--- src/rtl/eeh_pkg.sv ---
package eeh_pkg;
    localparam logic [7:0] OFS_CTRL = 8'h10;
    localparam logic [7:0] OFS_FETCH = 8'h14;

    // control word field positions
    localparam int C_SCK  = 0;
    localparam int C_CS   = 1;
    localparam int C_SI   = 2;
    localparam int C_SO   = 3;
    localparam int C_REQ  = 6;
    localparam int C_GNT  = 7;
    localparam int C_PRES = 8;
    localparam int C_SIZE = 11;

    // fetch word field positions
    localparam int F_START = 0;
    localparam int F_DONE  = 1;
    localparam int F_ADDR  = 2;
    localparam int F_DATA  = 16;

    localparam logic [7:0] RD_OPCODE = 8'h03;
    localparam int FRAME_BITS = 40;

    typedef struct packed {
        logic sck;
        logic cs_n;
        logic si;
    } pin_set_t;

    localparam pin_set_t PIN_IDLE = '{sck: 1'b0, cs_n: 1'b1, si: 1'b0};

    typedef enum logic [1:0] {
        ENG_IDLE,
        ENG_SHIFT,
        ENG_TAIL
    } eng_state_e;
endpackage

--- src/rtl/eeh_strap_capture.sv ---
module eeh_strap_capture #(
    parameter int SIZE_W = 4
) (
    input  logic              clk,
    input  logic              rst_n,
    input  logic              strap_present,
    input  logic [SIZE_W-1:0] strap_size,
    output logic              valid,
    output logic              pres,
    output logic [SIZE_W-1:0] size
);
    typedef struct packed {
        logic              taken;
        logic              pres;
        logic [SIZE_W-1:0] size;
    } cap_t;

    cap_t cap_d, cap_q;

    always_comb begin
        cap_d = cap_q;
        if (!cap_q.taken) begin
            cap_d.taken = 1'b1;
            cap_d.pres  = strap_present;
            cap_d.size  = strap_size;
        end
    end

    always_ff @(posedge clk or negedge rst_n) begin
        if (!rst_n) cap_q <= '0;
        else        cap_q <= cap_d;
    end

    assign valid = cap_q.taken;
    assign pres  = cap_q.pres;
    assign size  = cap_q.size;
endmodule

--- src/rtl/eeh_arbiter.sv ---
module eeh_arbiter
    import eeh_pkg::*;
#(
    parameter int TIMEOUT_CYC = 250_000_000
) (
    input  logic     clk,
    input  logic     rst_n,
    input  logic     ctrl_wr,
    input  logic     wr_req,
    input  pin_set_t host_pins,
    input  logic     eng_quiet,
    output logic     req,
    output logic     gnt
);
    localparam int CNT_W = $clog2(TIMEOUT_CYC + 1);
    localparam logic [CNT_W-1:0] CNT_LAST = CNT_W'(TIMEOUT_CYC - 1);

    typedef struct packed {
        logic             req;
        logic             gnt;
        logic [CNT_W-1:0] idle_cnt;
        pin_set_t         last_pins;
    } arb_t;

    arb_t arb_d, arb_q;
    logic activity;

    always_comb begin
        arb_d = arb_q;
        arb_d.last_pins = host_pins;
        activity = (host_pins != arb_q.last_pins);

        if (ctrl_wr) arb_d.req = wr_req;

        // idle timer: only runs while the host owns the pins
        if (arb_q.gnt && !activity) begin
            if (arb_q.idle_cnt == CNT_LAST) begin
                arb_d.req      = 1'b0;
                arb_d.idle_cnt = '0;
            end else begin
                arb_d.idle_cnt = arb_q.idle_cnt + 1'b1;
            end
        end else begin
            arb_d.idle_cnt = '0;
        end

        // a pending or running fetch takes precedence over a fresh grant
        arb_d.gnt = arb_d.req && (arb_q.gnt || eng_quiet);
    end

    always_ff @(posedge clk or negedge rst_n) begin
        if (!rst_n) begin
            arb_q <= '{req: 1'b0, gnt: 1'b0, idle_cnt: '0, last_pins: PIN_IDLE};
        end else begin
            arb_q <= arb_d;
        end
    end

    assign req = arb_q.req;
    assign gnt = arb_q.gnt;
endmodule

--- src/rtl/eeh_read_engine.sv ---
module eeh_read_engine
    import eeh_pkg::*;
#(
    parameter int SCK_HALF = 4,
    parameter int WADDR_W  = 14
) (
    input  logic               clk,
    input  logic               rst_n,
    input  logic               launch,
    input  logic [WADDR_W-1:0] word_addr,
    input  logic               spi_so,
    output pin_set_t           pins,
    output logic               busy,
    output logic               done,
    output logic [15:0]        data_word
);
    localparam int DIV_W = (SCK_HALF > 1) ? $clog2(SCK_HALF) : 1;
    localparam logic [DIV_W-1:0] DIV_LAST = DIV_W'(SCK_HALF - 1);
    localparam int BIT_W = $clog2(FRAME_BITS);
    localparam logic [BIT_W-1:0] BIT_LAST = BIT_W'(FRAME_BITS - 1);

    typedef struct packed {
        eng_state_e       st;
        logic             high;
        logic [DIV_W-1:0] div;
        logic [BIT_W-1:0] bits;
        logic [23:0]      tx;
        logic [15:0]      rx;
        pin_set_t         pins;
        logic             done;
    } eng_t;

    eng_t eng_d, eng_q;
    logic [15:0] byte_addr;

    assign byte_addr = 16'({word_addr, 1'b0});

    always_comb begin
        eng_d = eng_q;
        eng_d.done = 1'b0;
        unique case (eng_q.st)
            ENG_IDLE: begin
                eng_d.pins = PIN_IDLE;
                if (launch) begin
                    eng_d.st   = ENG_SHIFT;
                    eng_d.high = 1'b0;
                    eng_d.div  = '0;
                    eng_d.bits = '0;
                    eng_d.tx   = {RD_OPCODE, byte_addr};
                    eng_d.pins = '{sck: 1'b0, cs_n: 1'b0, si: RD_OPCODE[7]};
                end
            end
            ENG_SHIFT: begin
                if (eng_q.div == DIV_LAST) begin
                    eng_d.div = '0;
                    if (!eng_q.high) begin
                        // rising edge: sample the device output
                        eng_d.high     = 1'b1;
                        eng_d.pins.sck = 1'b1;
                        eng_d.rx       = {eng_q.rx[14:0], spi_so};
                    end else begin
                        // falling edge: present the next output bit
                        eng_d.high     = 1'b0;
                        eng_d.pins.sck = 1'b0;
                        eng_d.bits     = eng_q.bits + 1'b1;
                        eng_d.tx       = {eng_q.tx[22:0], 1'b0};
                        eng_d.pins.si  = eng_q.tx[22];
                        if (eng_q.bits == BIT_LAST) begin
                            eng_d.st      = ENG_TAIL;
                            eng_d.pins.si = 1'b0;
                        end
                    end
                end else begin
                    eng_d.div = eng_q.div + 1'b1;
                end
            end
            ENG_TAIL: begin
                if (eng_q.div == DIV_LAST) begin
                    eng_d.div  = '0;
                    eng_d.st   = ENG_IDLE;
                    eng_d.pins = PIN_IDLE;
                    eng_d.done = 1'b1;
                end else begin
                    eng_d.div = eng_q.div + 1'b1;
                end
            end
            default: eng_d.st = ENG_IDLE;
        endcase
    end

    always_ff @(posedge clk or negedge rst_n) begin
        if (!rst_n) begin
            eng_q <= '{st: ENG_IDLE, high: 1'b0, div: '0, bits: '0, tx: '0,
                       rx: '0, pins: PIN_IDLE, done: 1'b0};
        end else begin
            eng_q <= eng_d;
        end
    end

    assign pins      = eng_q.pins;
    assign busy      = (eng_q.st != ENG_IDLE);
    assign done      = eng_q.done;
    // first byte in (even address) lands low, second byte high
    assign data_word = {eng_q.rx[7:0], eng_q.rx[15:8]};
endmodule

--- src/rtl/eeprom_host_if.sv ---
module eeprom_host_if
    import eeh_pkg::*;
#(
    parameter int TIMEOUT_CYC = 250_000_000,
    parameter int SCK_HALF    = 4,
    parameter int WADDR_W     = 14
) (
    input  logic        clk,
    input  logic        rst_n,
    input  logic        bus_wr,
    input  logic [7:0]  bus_addr,
    input  logic [31:0] bus_wdata,
    output logic [31:0] bus_rdata,
    input  logic        strap_present,
    input  logic [3:0]  strap_size,
    output logic        spi_sck,
    output logic        spi_cs_n,
    output logic        spi_si,
    input  logic        spi_so
);
    localparam int SIZE_W = 4;

    typedef struct packed {
        pin_set_t           host;
        logic               pending;
        logic               done;
        logic [WADDR_W-1:0] waddr;
        logic [15:0]        data;
    } top_t;

    top_t st_d, st_q;

    logic              wr_ctrl, wr_fetch, launch;
    logic              req, gnt;
    logic              eng_busy, eng_done;
    logic [15:0]       eng_data;
    pin_set_t          eng_pins, pin_out;
    logic              strap_valid, pres;
    logic [SIZE_W-1:0] size_code;
    logic              rd_done;

    assign wr_ctrl  = bus_wr && (bus_addr == OFS_CTRL);
    assign wr_fetch = bus_wr && (bus_addr == OFS_FETCH);
    assign launch   = st_q.pending && !gnt;
    assign rd_done  = st_q.done;

    eeh_strap_capture #(.SIZE_W(SIZE_W)) u_strap (
        .clk           (clk),
        .rst_n         (rst_n),
        .strap_present (strap_present),
        .strap_size    (strap_size),
        .valid         (strap_valid),
        .pres          (pres),
        .size          (size_code)
    );

    eeh_arbiter #(.TIMEOUT_CYC(TIMEOUT_CYC)) u_arb (
        .clk       (clk),
        .rst_n     (rst_n),
        .ctrl_wr   (wr_ctrl),
        .wr_req    (bus_wdata[C_REQ]),
        .host_pins (st_q.host),
        .eng_quiet (!eng_busy && !st_q.pending),
        .req       (req),
        .gnt       (gnt)
    );

    eeh_read_engine #(.SCK_HALF(SCK_HALF), .WADDR_W(WADDR_W)) u_eng (
        .clk       (clk),
        .rst_n     (rst_n),
        .launch    (launch),
        .word_addr (st_q.waddr),
        .spi_so    (spi_so),
        .pins      (eng_pins),
        .busy      (eng_busy),
        .done      (eng_done),
        .data_word (eng_data)
    );

    always_comb begin
        st_d = st_q;
        if (wr_ctrl) begin
            st_d.host = '{sck: bus_wdata[C_SCK], cs_n: bus_wdata[C_CS], si: bus_wdata[C_SI]};
        end
        if (launch) st_d.pending = 1'b0;
        if (eng_done) begin
            st_d.done = 1'b1;
            st_d.data = eng_data;
        end
        if (wr_fetch && bus_wdata[F_START] && !st_q.pending && !eng_busy) begin
            st_d.pending = 1'b1;
            st_d.done    = 1'b0;
            st_d.waddr   = bus_wdata[F_ADDR +: WADDR_W];
        end
    end

    always_ff @(posedge clk or negedge rst_n) begin
        if (!rst_n) begin
            st_q <= '{host: PIN_IDLE, pending: 1'b0, done: 1'b0, waddr: '0, data: '0};
        end else begin
            st_q <= st_d;
        end
    end

    assign pin_out  = gnt ? st_q.host : eng_pins;
    assign spi_sck  = pin_out.sck;
    assign spi_cs_n = pin_out.cs_n;
    assign spi_si   = pin_out.si;

    always_comb begin
        bus_rdata = '0;
        unique case (bus_addr)
            OFS_CTRL: begin
                bus_rdata[C_SCK]  = st_q.host.sck;
                bus_rdata[C_CS]   = st_q.host.cs_n;
                bus_rdata[C_SI]   = st_q.host.si;
                bus_rdata[C_SO]   = spi_so;
                bus_rdata[C_REQ]  = req;
                bus_rdata[C_GNT]  = gnt;
                bus_rdata[C_PRES] = pres;
                bus_rdata[C_SIZE +: SIZE_W] = size_code;
            end
            OFS_FETCH: begin
                bus_rdata[F_START] = st_q.pending || eng_busy;
                bus_rdata[F_DONE]  = st_q.done;
                bus_rdata[F_ADDR +: WADDR_W] = st_q.waddr;
                bus_rdata[F_DATA +: 16] = st_q.data;
            end
            default: bus_rdata = '0;
        endcase
    end
endmodule

--- config.mk ---
export PLATFORM = sky130hd
export DESIGN_NAME = eeprom_host_if
export DESIGN_NICKNAME = d
export VERILOG_FILES = /design/src/rtl/eeh_pkg.sv /design/src/rtl/eeh_strap_capture.sv /design/src/rtl/eeh_arbiter.sv /design/src/rtl/eeh_read_engine.sv /design/src/rtl/eeprom_host_if.sv
export SDC_FILE = /design/constraint.sdc
export NUM_CORES = 1
export LEC_CHECK = 0
export ABC_AREA = 1
export BUFFER_PORTS_ARGS = -buffer_cell sky130_fd_sc_hd__buf_4
export CAP_MARGIN = 10
export CORE_UTILIZATION = 61
export DETAILED_ROUTE_END_ITERATION = 8
export GPL_TIMING_DRIVEN = 0
export PLACE_DENSITY_LB_ADDON = 0.05
export SYNTH_ARGS = -nofsm -noshare
export SYNTH_HDL_FRONTEND = slang
export SYNTH_SLANG_ARGS = --single-unit
export TNS_END_PERCENT = 50
--- constraint.sdc ---
create_clock -name clk -period 3 [get_ports clk]
set_clock_uncertainty 0.15 [all_clocks]
set_input_delay 0 -clock clk [delete_from_list [all_inputs] [get_ports clk]]
set_output_delay 0 -clock clk [all_outputs]
set_load 0.005 [all_outputs]
After elaboration in Yosys (flattened, before gate mapping). Index checks and enable logic that the tools add are counted.

Muxes and demuxes: 38. Reduce and logical (&&, ||, !) cells: 32. Equal/unequal tests: 13. Add/sub/neg operators: 3. Bitwise logic cells: 1.

Operator list (count): $pmux W30 S2 (1); $mux W28 (2); $mux W47 (1); $mux W35 (1); $mux W16 (2); $mux W30 (1); $add A28 B1 Y28 const B (1); $eq A28 B28 Y1 const B (1); $mux W17 (1); $eq A8 B5 Y1 const B (2); $pmux W4 S2 (2); $mux W2 (7); $reduce_bool A2 Y1 (6); $mux W1 (10); $logic_and A1 B1 Y1 (9); $reduce_and A3 Y1 (3); $ne A2 B1 Y1 const B (4); $reduce_and A4 Y1 (2); $add A6 B1 Y6 const B (1); $eq A6 B6 Y1 const B (1); $mux W3 (2); $pmux W1 S3 (2); $pmux W2 S3 (1); $pmux W3 S2 (1); 16 further kinds (23).

Register bits: 128. Word-level logic and storage cells: 113. Input bits: 49.

Logic depth before layout (Yosys ltp).
Depth in word-level cells: 6. Gate-level depth with buffers: 12. Depth with buffers taken out: 10.

Hierarchy. From an unflattened synthesis, not the netlist that was laid out.

Cell total of the unflattened synthesis: 835. Area, all modules: 6442.4 um2.

Modules (own cells, without submodules): eeh_read_engine (times used 1, area an instance 2561.2 um2, seq. area each 1327.5 um2, cells each 301); eeh_arbiter (times used 1, area an instance 1876.8 um2, seq. area each 827.0 um2, cells each 261); eeprom_host_if (times used 1, area an instance 1790.5 um2, seq. area each 877.1 um2, cells each 250); eeh_strap_capture (times used 1, area an instance 214.0 um2, seq. area each 150.1 um2, cells each 23).

Worst setup path before layout. No wires, ideal clock.

Kind: reg-to-reg. Start point: register u_eng.eng_q[54] (netlist bit). End point: register u_eng.eng_q[33] (netlist bit). Data arrival time: 1.510 ns. Period minus slack after synthesis: 1.785 ns. Stages on the path, launching flop included: 11. Slack: 1.215 ns. Buffers on the path: 3. Required time: 2.725 ns. Library setup time: 0.125 ns. Cells stage by stage: dfrtp_1 inv_1 ha_1 buf_4 inv_2 buf_6 a21oi_4 nor2_8 buf_2 nand3_1 nand3_1.

Longest elaborated chain between the ends: 3. Elaborated cells on any way between the ends: 8. Classes of those cells: eq/ne: 4; mux: 1; reduce/logical: 3.

Ends and longest elaborated chain: from (decl) (RTL line eeh_read_engine.sv:33) `eng_t eng_d, eng_q;`; from (signal assigned) (RTL line eeh_read_engine.sv:93) `eng_q <= '{st: ENG_IDLE, high: 1'b0, div: '0, bits: '0, tx: '0,`; from (signal assigned) (RTL line eeh_read_engine.sv:96) `eng_q <= eng_d;`; $eq A2 B1 Y1 or $logic_not A2 Y1 (tied branches) (RTL line eeh_read_engine.sv:41) `unique case (eng_q.st)`; $ne A2 B1 Y1 (no source line) (tied with other cells); $reduce_and A4 Y1 (no source line).

Parallel ways exist; a longest one is shown, timed or not. A chain may end at the register's enable or synchronous reset.

Worst setup path in the final report.
Start point: register u_eng.eng_q[54] (netlist bit). End point: register u_eng.eng_q (netlist bit u_eng.data_word[13]).

Longest elaborated chain between the ends: 2.

Ends and longest elaborated chain (RTL line): $eq A2 B1 Y1 (eeh_read_engine.sv:41); $reduce_and A3 Y1 (no source line).

No other way between the ends.

==> flow_summary.ini <==
[floorplan]
core_um2 = 9860
die_area_um2 = 10700
die_height_um = 103
ioPinCount = 84
num_rows = 36
start_util = 0.636
die_x_um = 103

[critical_path]
r2r_start = u_eng.eng_q[54]
critical-path-slowest-cell = dfrtp_1
crit_fanout = 10
crit_type = flop to flop
cp.required_ns = 3.27
rrSetupSlack_ns = 0.84
rr_worst_depth = 9
cp_top_family = buffers and inverters
crit_path_end_kind = flop
critical_path_arrival_ns = 2.44
r2r_end = u_eng.data_word[13]
cp_slowest_stage_delay_ns = 0.41
worst_setup_path_start_kind = flop
critical_path_buf_inv_count = 5
crit_chain = inv_1 > ha_1 > buf_4 > inv_2 > nor3_4 > inv_1 > buf_2 > nand2_1 > nand2_1

[place]
place_inst = 1000
port_buffers = 67
place_congestion = 0.901
dpl.hpwl_um = 10500
post_dp_cell_area_um2 = 6970

[synthesis]
synth_area_per_cell_um2 = 7.85
synth-edff-count = 0
synthArstFlopShare = 1.00
synth_cells = 799
ys_warn_count = 0
netlist-cell-type-count = 36
synth_area_um2 = 6270
synth_ff_type = dfrtp_1
ys_ff_latch = 127
yosysSeqAreaShare = 0.507
syn_nets = 856

[clock_network]
htree_levels = 4
cts_tree = yes
cts-root-buf = clkbuf_8
cts_buffers = 17
cts_setup_buffers = 0
clockBufferDepth = 2
clk_latency_ns = 0.54
cts.sinks = 127
clkTransAtPathRegs_ns = 0.06

[detailed_routing]
viasPerCell = 5.59
wl_per_cell_um = 16.3
drt_pass1_iterations = 5
first_iter_violations = 366
vias = 5946
ant_nets = 0
wirelength_um = 17400
drc = 0

[grt]
grt_pass1_wl_um = 27300
grt_use_met2 = 0.594
grt.overflow.total = 0
antenna_found_initial = 0
grt_max_degree = 66
grt_pass1_vias = 5823
use_met3 = 0.0759
grt_use_total = 0.346
use_met1 = 0.410
grt-busiest-layer = met2

[worst_hold_path]
hold_path_end = u_strap.size[2]
whs_path_depth = 3
hold_path.class = input port to flop
hp-start = strap_size[2]

[timing]
rsz0062_at_grt = no
slew_violations = 0
setup_tns_ns = 0
clock.fmax_ghz = 0.463
worst_pin_slew_ns = 0.620
holdWs_ns = 0.0894
slew_headroom = 0.587
post-route-min-period_ns = 2.16
setup_viol = 0
hold_viol_final = 0
post-route-period-util = 0.720

[power_and_ir_drop]
p_per_area_nw_per_um2 = 500
p_leak_nw = 3.74
p_total_w = 0.00394
vdd_ir_drop_max_mv = 0.493

[layout]
fillers = 643
n_antenna_cell = 0
drive_gt1_frac = 0.144
instances_no_fill = 1064
design_area_um2 = 7890
syn2layout_area_growth_pct = 25.8
layout.nets = 975

[job]
drv_cap = 0

[status]
outcome = finished clean
[synthesized netlist by cell type (3+ instances only)]
library cell  count  share of area
buf_2             6         0.0048
o22ai_1           4         0.0040
nand2_1         218           0.13
buf_6             3         0.0054
nor2_1          126          0.075
dfrtp_1         124           0.49
o21ai_1           5         0.0040
o21ai_0          58          0.046
mux2_2            5         0.0090
nor2_4            3         0.0054
nand3_1          66          0.053
dfstp_2           3          0.013
a21oi_1          11         0.0088
clkbuf_1         14         0.0084
ha_1              8          0.016
xor2_1            7         0.0098
inv_2             5         0.0030
inv_1            90          0.054
xnor2_1           6         0.0084
nand4_1          18          0.018
[flip-flops by register name (all words and copies together) (netlist names), 3 cells and up]
name / flops
u_strap.size: 4
st_q: 34
u_eng.pins: 3
u_arb.arb_q: 31
u_eng.eng_q: 33
u_eng.data_word: 16
[cell type report]
cell class / count / area (um2) / share of cell area
buffer: 24 / 124 / 0.0157
inverter: 95 / 357 / 0.0452
clock inverter: 11 / 141 / 0.0179
clock buffer: 21 / 439 / 0.0557
timing repair buffer: 100 / 872 / 0.111
sequential: 127 / 3180 / 0.403
tap: 133 / 166 / 0.0211
multi-input combinational: 553 / 2610 / 0.331
[power by group]
part | switching [W] | internal, W
clock network | 0.000759 | 0.00128
logic | 0.0000763 | 0.0000760
registers | 0.0000165 | 0.00173
total | 0.000851 | 0.00309
[worst register-to-register path: stages (launching register included)]
cell,delay [ns]
dfrtp_1,0.41
inv_1,0.12
ha_1,0.16
buf_4,0.18
inv_2,0.08
nor3_4,0.35
inv_1,0.22
buf_2,0.24
nand2_1,0.09
nand2_1,0.05
[stage by stage]
step | setup slack, ns | util
after floorplan | 1.22 | -
after global placement | 0.939 | 0.703
after detailed placement | 0.870 | 0.707
after CTS | 0.853 | 0.800
after global routing | 0.693 | 0.800
final | 0.839 | 0.800
[cells in the final DEF (no fill, tap or decap), types with 6 or more instances in the layout]
master         synthesis  layout
a21oi_1               11      11
clkbuf_1              14      17
nor2_1               126     126
nand2_1              218     218
buf_2                  6       6
xnor2_1                6       6
o21ai_0               58      58
xor2_1                 7       7
nand4_1               18      18
nand3_1               66      66
ha_1                   8       8
dlygate4sd3_1          0      31
clkbuf_16              0      16
buf_4                  1      67
inv_1                 90      90
dfrtp_1              124     124
[how the worst max path moves through the flow]
stage,endpoint,from,cells after the start
after floorplan,u_eng.eng_q[33],u_eng.eng_q[54],10
after global placement,u_eng.data_word[14],u_eng.eng_q[54],9
after detailed placement,u_eng.data_word[12],u_eng.eng_q[54],9
after CTS,u_eng.data_word[12],u_eng.eng_q[54],9
after global routing,u_eng.data_word[12],u_eng.eng_q[54],9
final,u_eng.data_word[13],u_eng.eng_q[54],9
[metal layers]
metal | part of all wire | vias to the layer above | wire, um
li1 | - | 2758 | -
met1 | 0.40 | 2885 | 6910
met2 | 0.51 | 260 | 8830
met4 | 0.028 | 0 | 482
met5 | 0 | - | 0
met3 | 0.067 | 43 | 1160
[repair_timing]
| item | 4_1_cts | 5_1_grt |
|---|---|---|
| hold buffers | 32 | 0 |
| gates resized for setup | 0 | 0 |
| endpoints found under the hold margin | 150 | 0 |
[cell families (layout without fill, tap and decap cells)]
kind of cell / Yosys count / count (layout) / share of synthesized area
buffers and inverters: 119 / 251 / 0.0766
adders and majority gates: 8 / 8 / 0.0160
DFF: 127 / 127 / 0.507
xor gates and xnor gates: 13 / 13 / 0.0182
AOI/OAI and AO/OA: 81 / 81 / 0.0694
other: 1 / 1 / 0.000598
muxes: 5 / 5 / 0.00898
and+or+nand+nor: 445 / 445 / 0.303
(Power assumes the default switching activity.)
